File: src/rtl/dma_irq_pkg.sv
package dma_irq_pkg;
  localparam int NUM_CLASSES = 4;
  localparam logic [11:0] OFF_GATED = 12'h800;
  localparam logic [11:0] OFF_PEND  = 12'h810;
  localparam logic [11:0] OFF_RUN   = 12'h820;
  localparam logic [11:0] OFF_PRIO  = 12'h824;
  localparam logic [11:0] OFF_ARB   = 12'h828;
  localparam int          REG_STEP  = 4;

  typedef enum logic [1:0] {
    EV_DONE    = 2'd0,
    EV_SRC_BAD = 2'd1,
    EV_DST_BAD = 2'd2,
    EV_CFG_BAD = 2'd3
  } ev_kind_e;
endpackage

File: src/rtl/dma_evt_bank.sv
module dma_evt_bank #(
  parameter int N = 8
) (
  input  logic         clk,
  input  logic         rst,
  input  logic [N-1:0] evt_i,
  input  logic [N-1:0] clr_i,
  input  logic [N-1:0] en_i,
  output logic [N-1:0] pend_o,
  output logic [N-1:0] gated_o,
  output logic         hit_next_o
);
  logic [N-1:0] pend_q;
  logic [N-1:0] pend_d;

  always_comb pend_d = (pend_q & ~clr_i) | evt_i;

  always_ff @(posedge clk) begin
    if (rst) pend_q <= '0;
    else     pend_q <= pend_d;
  end

  assign pend_o     = pend_q;
  assign gated_o    = pend_q & en_i;
  assign hit_next_o = |(pend_d & en_i);


  evt_wins_chk: assert property (@(posedge clk) disable iff (rst)
    (|evt_i) |=> ((pend_q & $past(evt_i)) == $past(evt_i)));


  zero_keeps_chk: assert property (@(posedge clk) disable iff (rst)
    (|pend_q) |=> ((($past(pend_q) & ~$past(clr_i)) & ~pend_q) == '0));


  ones_clear_chk: assert property (@(posedge clk) disable iff (rst)
    (|(clr_i & ~evt_i)) |=> ((pend_q & $past(clr_i & ~evt_i)) == '0));
endmodule

File: src/rtl/dma_run_track.sv
module dma_run_track #(
  parameter int N = 8
) (
  input  logic         clk,
  input  logic         rst,
  input  logic [N-1:0] launch_i,
  input  logic [N-1:0] finish_i,
  input  logic [N-1:0] kill_i,
  output logic [N-1:0] run_o
);
  logic [N-1:0] run_q;

  always_ff @(posedge clk) begin
    if (rst) run_q <= '0;
    else     run_q <= ((run_q & ~finish_i) | launch_i) & ~kill_i;
  end

  assign run_o = run_q;


  kill_stops_chk: assert property (@(posedge clk) disable iff (rst)
    (|kill_i) |=> ((run_q & $past(kill_i)) == '0));


  launch_sets_chk: assert property (@(posedge clk) disable iff (rst)
    (|(launch_i & ~kill_i)) |=>
      ((run_q & $past(launch_i & ~kill_i)) == $past(launch_i & ~kill_i)));
endmodule

File: src/rtl/dma_reg_read.sv
module dma_reg_read
  import dma_irq_pkg::*;
#(
  parameter int N      = 8,
  parameter int DW     = 32,
  parameter int ADDR_W = 12,
  parameter int PRIO_W = 8,
  parameter int ARB_W  = 4
) (
  input  logic                        clk,
  input  logic                        rst,
  input  logic                        rd_i,
  input  logic [ADDR_W-1:0]           addr_i,
  input  logic [NUM_CLASSES-1:0][N-1:0] gated_i,
  input  logic [NUM_CLASSES-1:0][N-1:0] pend_i,
  input  logic [N-1:0]                run_i,
  input  logic [PRIO_W-1:0]           prio_i,
  input  logic [ARB_W-1:0]            arb_i,
  output logic [DW-1:0]               rdata_o
);
  logic [DW-1:0] sel;
  logic [DW-1:0] rdata_q;

  always_comb begin
    sel = '0;
    for (int k = 0; k < NUM_CLASSES; k++) begin
      if (addr_i == ADDR_W'(OFF_GATED) + ADDR_W'(REG_STEP * k)) sel = DW'(gated_i[k]);
      if (addr_i == ADDR_W'(OFF_PEND) + ADDR_W'(REG_STEP * k))  sel = DW'(pend_i[k]);
    end
    if (addr_i == ADDR_W'(OFF_RUN))  sel = DW'(run_i);
    if (addr_i == ADDR_W'(OFF_PRIO)) sel = DW'(prio_i);
    if (addr_i == ADDR_W'(OFF_ARB))  sel = DW'(arb_i);
  end

  always_ff @(posedge clk) begin
    if (rst)       rdata_q <= '0;
    else if (rd_i) rdata_q <= sel;
    else           rdata_q <= '0;
  end

  assign rdata_o = rdata_q;


  idle_zero_chk: assert property (@(posedge clk) disable iff (rst)
    !rd_i |=> (rdata_q == '0));
endmodule

File: src/rtl/dma_irq_status_unit.sv
module dma_irq_status_unit
  import dma_irq_pkg::*;
#(
  parameter int N      = 8,
  parameter int DW     = 32,
  parameter int ADDR_W = 12,
  parameter int PRIO_W = 8,
  parameter int ARB_W  = 4
) (
  input  logic              clk,
  input  logic              rst,
  input  logic              reg_wr,
  input  logic              reg_rd,
  input  logic [ADDR_W-1:0] reg_addr,
  input  logic [DW-1:0]     reg_wdata,
  output logic [DW-1:0]     reg_rdata,
  input  logic [N-1:0]      ev_tc,
  input  logic [N-1:0]      ev_src_err,
  input  logic [N-1:0]      ev_dst_err,
  input  logic [N-1:0]      ev_cfg_err,
  input  logic [N-1:0]      irq_en,
  input  logic [N-1:0]      ch_launch,
  input  logic [N-1:0]      ch_finish,
  input  logic [N-1:0]      ch_kill,
  output logic              irq,
  output logic [PRIO_W-1:0] grp_prio,
  output logic [ARB_W-1:0]  arb_mode
);
  logic [NUM_CLASSES-1:0][N-1:0] ev_all;
  logic [NUM_CLASSES-1:0][N-1:0] clr_all;
  logic [NUM_CLASSES-1:0][N-1:0] pend_all;
  logic [NUM_CLASSES-1:0][N-1:0] gated_all;
  logic [NUM_CLASSES-1:0]        hit_next;
  logic [N-1:0]                  run;
  logic [PRIO_W-1:0]             prio_q;
  logic [ARB_W-1:0]              arb_q;
  logic                          irq_q;
  logic                          wr_prio;
  logic                          wr_arb;
  logic                          unused_wdata_bits;

  assign unused_wdata_bits = ^reg_wdata;

  assign ev_all[EV_DONE]    = ev_tc;
  assign ev_all[EV_SRC_BAD] = ev_src_err;
  assign ev_all[EV_DST_BAD] = ev_dst_err;
  assign ev_all[EV_CFG_BAD] = ev_cfg_err;

  generate
    for (genvar k = 0; k < NUM_CLASSES; k++) begin : g_kind
      assign clr_all[k] = (reg_wr && reg_addr == ADDR_W'(OFF_PEND) + ADDR_W'(REG_STEP * k))
                          ? reg_wdata[N-1:0] : '0;
      dma_evt_bank #(.N(N)) u_bank (
        .clk        (clk),
        .rst        (rst),
        .evt_i      (ev_all[k]),
        .clr_i      (clr_all[k]),
        .en_i       (irq_en),
        .pend_o     (pend_all[k]),
        .gated_o    (gated_all[k]),
        .hit_next_o (hit_next[k])
      );
    end
  endgenerate

  dma_run_track #(.N(N)) u_run (
    .clk      (clk),
    .rst      (rst),
    .launch_i (ch_launch),
    .finish_i (ch_finish),
    .kill_i   (ch_kill),
    .run_o    (run)
  );

  assign wr_prio = reg_wr && (reg_addr == ADDR_W'(OFF_PRIO));
  assign wr_arb  = reg_wr && (reg_addr == ADDR_W'(OFF_ARB));

  always_ff @(posedge clk) begin
    if (rst) begin
      prio_q <= '0;
      arb_q  <= '0;
      irq_q  <= 1'b0;
    end else begin
      if (wr_prio) prio_q <= reg_wdata[PRIO_W-1:0];
      if (wr_arb)  arb_q  <= reg_wdata[ARB_W-1:0];
      irq_q <= |hit_next;
    end
  end

  dma_reg_read #(
    .N(N), .DW(DW), .ADDR_W(ADDR_W), .PRIO_W(PRIO_W), .ARB_W(ARB_W)
  ) u_read (
    .clk     (clk),
    .rst     (rst),
    .rd_i    (reg_rd),
    .addr_i  (reg_addr),
    .gated_i (gated_all),
    .pend_i  (pend_all),
    .run_i   (run),
    .prio_i  (prio_q),
    .arb_i   (arb_q),
    .rdata_o (reg_rdata)
  );

  assign irq      = irq_q;
  assign grp_prio = prio_q;
  assign arb_mode = arb_q;


  irq_has_source_chk: assert property (@(posedge clk) disable iff (rst)
    irq_q |-> (|pend_all));


  arb_hold_chk: assert property (@(posedge clk) disable iff (rst)
    !wr_arb |=> $stable(arb_q));


  prio_hold_chk: assert property (@(posedge clk) disable iff (rst)
    !wr_prio |=> $stable(prio_q));
endmodule

File: config.mk
export PLATFORM = sky130hd
export DESIGN_NAME = dma_irq_status_unit
export DESIGN_NICKNAME = d
export VERILOG_FILES = /design/src/rtl/dma_irq_pkg.sv /design/src/rtl/dma_evt_bank.sv /design/src/rtl/dma_run_track.sv /design/src/rtl/dma_reg_read.sv /design/src/rtl/dma_irq_status_unit.sv
export SDC_FILE = /design/constraint.sdc
export NUM_CORES = 1
export LEC_CHECK = 0
export ABC_AREA = 1
export BUFFER_PORTS_ARGS = -buffer_cell sky130_fd_sc_hd__buf_2
export CAP_MARGIN = 20
export CELL_PAD_IN_SITES_DETAIL_PLACEMENT = 1
export CELL_PAD_IN_SITES_GLOBAL_PLACEMENT = 2
export CORE_UTILIZATION = 24
export DETAILED_ROUTE_END_ITERATION = 10
export GPL_TIMING_DRIVEN = 0
export PLACE_DENSITY_LB_ADDON = 0.1
export SYNTH_ARGS = -nofsm -noshare
export SYNTH_HDL_FRONTEND = slang
export SYNTH_SLANG_ARGS = --single-unit
export TNS_END_PERCENT = 20
File: constraint.sdc
create_clock -name clk -period 2.25 [get_ports clk]
set_clock_uncertainty 0.15 [all_clocks]
set_input_delay 0.675 -clock clk [delete_from_list [all_inputs] [get_ports clk]]
set_output_delay 0.675 -clock clk [all_outputs]
set_load 0.02 [all_outputs]
# == Word level (Yosys, flattened, before mapping) ==
# Cells that the tools add are included.
# op_classes
n_addsub,0
mul,0
div,0
n_lt_le_gt_ge,0
n_eq_ne,11
shift,0
n_mux,15
n_bitwise,26
reduce_logical,10
# op_table
cell,count
$eq 12x12->1 const B,11
$and 8x8->8,14
$mux 8,14
$not 8->8,6
$or 8x8->8,5
$reduce_or 32->1,1
$reduce_or 12->1,1
$logic_and 1x1->1,6
$mux 4,1
$reduce_or 3->1,1
$reduce_or 2->1,1
$not 1->1,1
# word_totals
reg_bits,85
latch_bits,0
ramBits,0
mem_bits_ro,0
output_inout_bits,45
wordCells,73
memories,0

# == Depth between registers and ports, before layout ==
# depth
ltp_word,12
ltp_mapped,14

# == By module ==
# From an unflattened synthesis, not the netlist that was laid out.
# hier_totals
cells_unflattened,807
hier_area_um2,4619.4
# by_module_without_submodules
mod,n_inst,cells_each,area_per_inst_um2
dma_evt_bank,4,80,451.7
dma_reg_read,1,280,1567.8
dma_irq_status_unit,1,150,860.8
dma_run_track,1,57,384.1

# == Least setup slack after synthesis ==
# No wires, ideal clock.
# synth_timing
path_type,input port to flip-flop
start,input reg_addr[9]
end,"register irq_q, in the netlist irq"
arrival_ns,1.833
required_ns,1.968
path_slack_ns,0.135
stages,13
path_cell_list,nor2_1 nand2_2 inv_2 buf_4 nand4_1 nand2_1 nand2_1 nand2_1 nand2_1 nor2_1 nand2_1 nor2_1 a21oi_1
# synth_via
elab_chain_len,8
word_cells_on_any_way,29
# synth_lines
item,line,source
"start, declared",dma_irq_status_unit.sv:14,"input logic [ADDR_W-1:0] reg_addr,"
$eq 12x12->1,dma_irq_status_unit.sv:51,assign clr_all[k] = (reg_wr && reg_addr == ADDR_W'(OFF_PEND) + ADDR_W'(REG_STEP * k))
$logic_and 1x1->1,dma_irq_status_unit.sv:51,
$mux 8,dma_irq_status_unit.sv:52,? reg_wdata[N-1:0] : '0;
$not 8->8,dma_evt_bank.sv:16,always_comb pend_d = (pend_q & ~clr_i) | evt_i;
$and 8x8->8,dma_evt_bank.sv:16,
$or 8x8->8,dma_evt_bank.sv:16,
$and 8x8->8,dma_evt_bank.sv:25,assign hit_next_o = |(pend_d & en_i);
$reduce_or 32->1 *,dma_irq_status_unit.sv:86,irq_q <= |hit_next;
"end signal, assigned",dma_irq_status_unit.sv:86,
"end, declared",dma_irq_status_unit.sv:37,logic irq_q;
# Every way passes the cells marked *; elsewhere a longest branch is shown, timed or not.
# A chain may end at the register's enable or synchronous reset.

# == Worst setup path in the final report ==
# layout_timing
start,input reg_addr[1]
end,"register irq_q, in the netlist irq"
# Same word-level chain as after synthesis.

==> metrics.txt <==
hold path endpoint arb_mode[3]; final WL 14,000 µm; crit path max fanout 8; GP Congestion ~0.8; Hold Path Cell Cnt 2; initial antenna violation count 0; Final Net Count roughly 830; top cell type's share of synthesized area 33.1%; Port Buf Inserts ~100; die span in y 126 µm; Rows between 40 and 50; slew margin rel. between 50% and 60%; worst path arrival time 2240 ps; first-pass GRT wire length ~22,000 µm; cell count after synthesis between 500 and 600; dpl ws -456 ps; number of diodes 0; Critical Path Sink Type register; reg2reg setup slack 880 ps; final worst slack 58.8 ps; routed wire length per instance ~15 µm; io pins about 160; DRT iter0 DRCs 182; die area 15,900 µm²; Reg-to-Reg End u_read.rdata_o[1]; die width 126 µm; Tmin final ~2200 ps; layout cells sized above 1 between 20% and 30%; Final setup viols 0; Worst-Margin Slew ~650 ps; top post-synthesis cells by area dfxtp_1, nand2_1, a21oi_1; RSZ-0062 raised after global routing yes; Hold Path Class register to register; status complete, no violations; kind of critical path primary input to register; Yosys reg bits approximately 60; Pins Over Slew Limit 0; Clk Latency, worst-skew pair between 300 and 400 ps; sequential area share after synthesis 33.1%; CTS tree built; area leader, netlist dfxtp_1; clk sinks slightly above 60; worst r2r src g_kind[0].u_bank.pend_o[1]; Initial Utilization about a quarter; Syn. warnings 0; Avg Inst Size Synth 6.39 µm²; PD cells between 600 and 700 nW/µm²; number of max-cap violations 0; vias in the first global route about 4,200; drt pass-1 iters 4; DRC 0; Post-Syn Area 3690 µm²; Remaining Overflow, GRT 0; Fin. Hold Viols 0; HPWL Detailed 11,500 µm; DR vias/cell roughly 4.5; total track usage 18.3%; Syn-to-layout area delta 33.2%; Root Buffer clkbuf_16; DRT antenna net count 0; core area about 15,000 µm²; clk buf depth 2; cts hold-fix bufs 0; hold path startpoint arb_mode[3]; static leakage around 2.5 nW; Final period util a little over nine tenths; synth unique cells 28; clk slew on worst S/H paths 60 ps; worst hold margin between 300 and 400 ps; Worst Reg2Reg Path Length in Cells 10; total vias in the final route between 4,000 and 5,000; Setup crit start kind primary input; worst vdd ir ~0.37 mV; Max Freq 0.456 GHz; # H-tree levels 3; largest net degree at the start of global routing 12; Crit path required time ~2300 ps; CTS Buf Count 9
-- state kept, by name, summed over array words and instances, names as in the netlist --
signal,count
irq,1
grp_prio,8
arb_mode,4
g_kind.u_bank.pend_o,32
u_run.run_o,8
u_read.rdata_o,8
-- cell families after synthesis --
group	Yosys count	share of synthesized area, %
simple gates	301	37.8
buf+inv	118	15.2
compound gates	96	13.8
flops	61	33.1
other cells	1	0.102
-- worst max path at each step --
stage	from	end	slack, ps	cells after the start
floorplan	reg_addr[9]	irq	130	13
global placement	reg_addr[5]	irq	-440	13
detailed placement	reg_addr[5]	irq	-460	13
CTS	reg_wr	irq	2	12
global route	reg_addr[7]	irq	-90	13
finish	reg_addr[1]	irq	60	13
-- synthesized netlist by cell type (all sizes together) --
master	instances
buf	32
nand2	169
nor2	59
o22ai	1
nand3	21
clkbuf	11
inv	75
dfxtp	61
nand4	30
nor4	1
a21oi	59
o21ai	26
or2	2
o211ai	8
nor3	19
o2111ai	2
conb	1
-- final cells by class --
| class | count | area [µm²] |
|---|---|---|
| Multi-Input combinational cell | 421 | 2030 |
| Inverter | 75 | 288 |
| Clock inverter | 6 | 63.8 |
| Buffer | 43 | 285 |
| Sequential cell | 61 | 1220 |
| Clock buffer | 10 | 229 |
| Tap cell | 184 | 230 |
| Fill cell | 1926 | 9840 |
| Timing Repair Buffer | 110 | 566 |
-- repair_timing --
action	CTS	global route
setup endpoints to repair	3	13
pin swaps	1	3
resized for setup	4	10
buffers inserted	3	3
gates cloned	0	0
endpoints found under the hold margin	0	0
-- worst max-delay path, cell delays in order --
cell and delay (ps):
buf_2 110, nor2_4 180, nand3_1 190, nor2_4 270, nand4_1 140, nand2_1 110
nand2_1 60, nand2_1 50, nand2_1 60, nor2_1 130, nand2_1 60, nor2_1 120
a21oi_1 80
-- cells in the final DEF, fill, tap and decap left out, drive strengths merged, types with 21 or more instances in the layout --
master	n
clkbuf	22
inv	74
buf	141
conb	24
nand3	21
nand2	169
nand4	30
nor2	59
dfxtp	61
o21ai	26
a21oi	59
-- report_power, final --
part / internal [W] / total, W / leakage, nW / switching, W
clock: 0.000855 / 0.00139 / 0.138 / 0.000533
combinational: 0.000160 / 0.000432 / 1.89 / 0.000272
sequential: 0.00113 / 0.00116 / 0.504 / 0.0000298
-- routing by layer --
metal | up-vias | track usage, % | routed length [µm]
met5 | - | 0 | 0
met4 | 0 | 3.97 | 104
met3 | 8 | 4.21 | 613
met2 | 104 | 30.2 | 6380
met1 | 1874 | 24.3 | 6930
li1 | 2107 | - | -
-- through the flow --
| step | total power (W) | utilization, % | area [µm²] | TNS, ps | instances |
|---|---|---|---|---|---|
| after floorplan | 0.00143 | - | 3770 | 0 | 600 |
| after global placement | 0.00160 | 30.7 | 4520 | -4340 | 888 |
| after detailed placement | 0.00161 | 30.7 | 4520 | -4600 | 888 |
| after CTS | 0.00301 | 32.9 | 4850 | 0 | 907 |
| after global routing | 0.00312 | 33.3 | 4910 | -101 | 910 |
| final | 0.00298 | 33.3 | 4910 | 0 | 910 |
No activity file was read; power rests on OpenSTA's default activity.
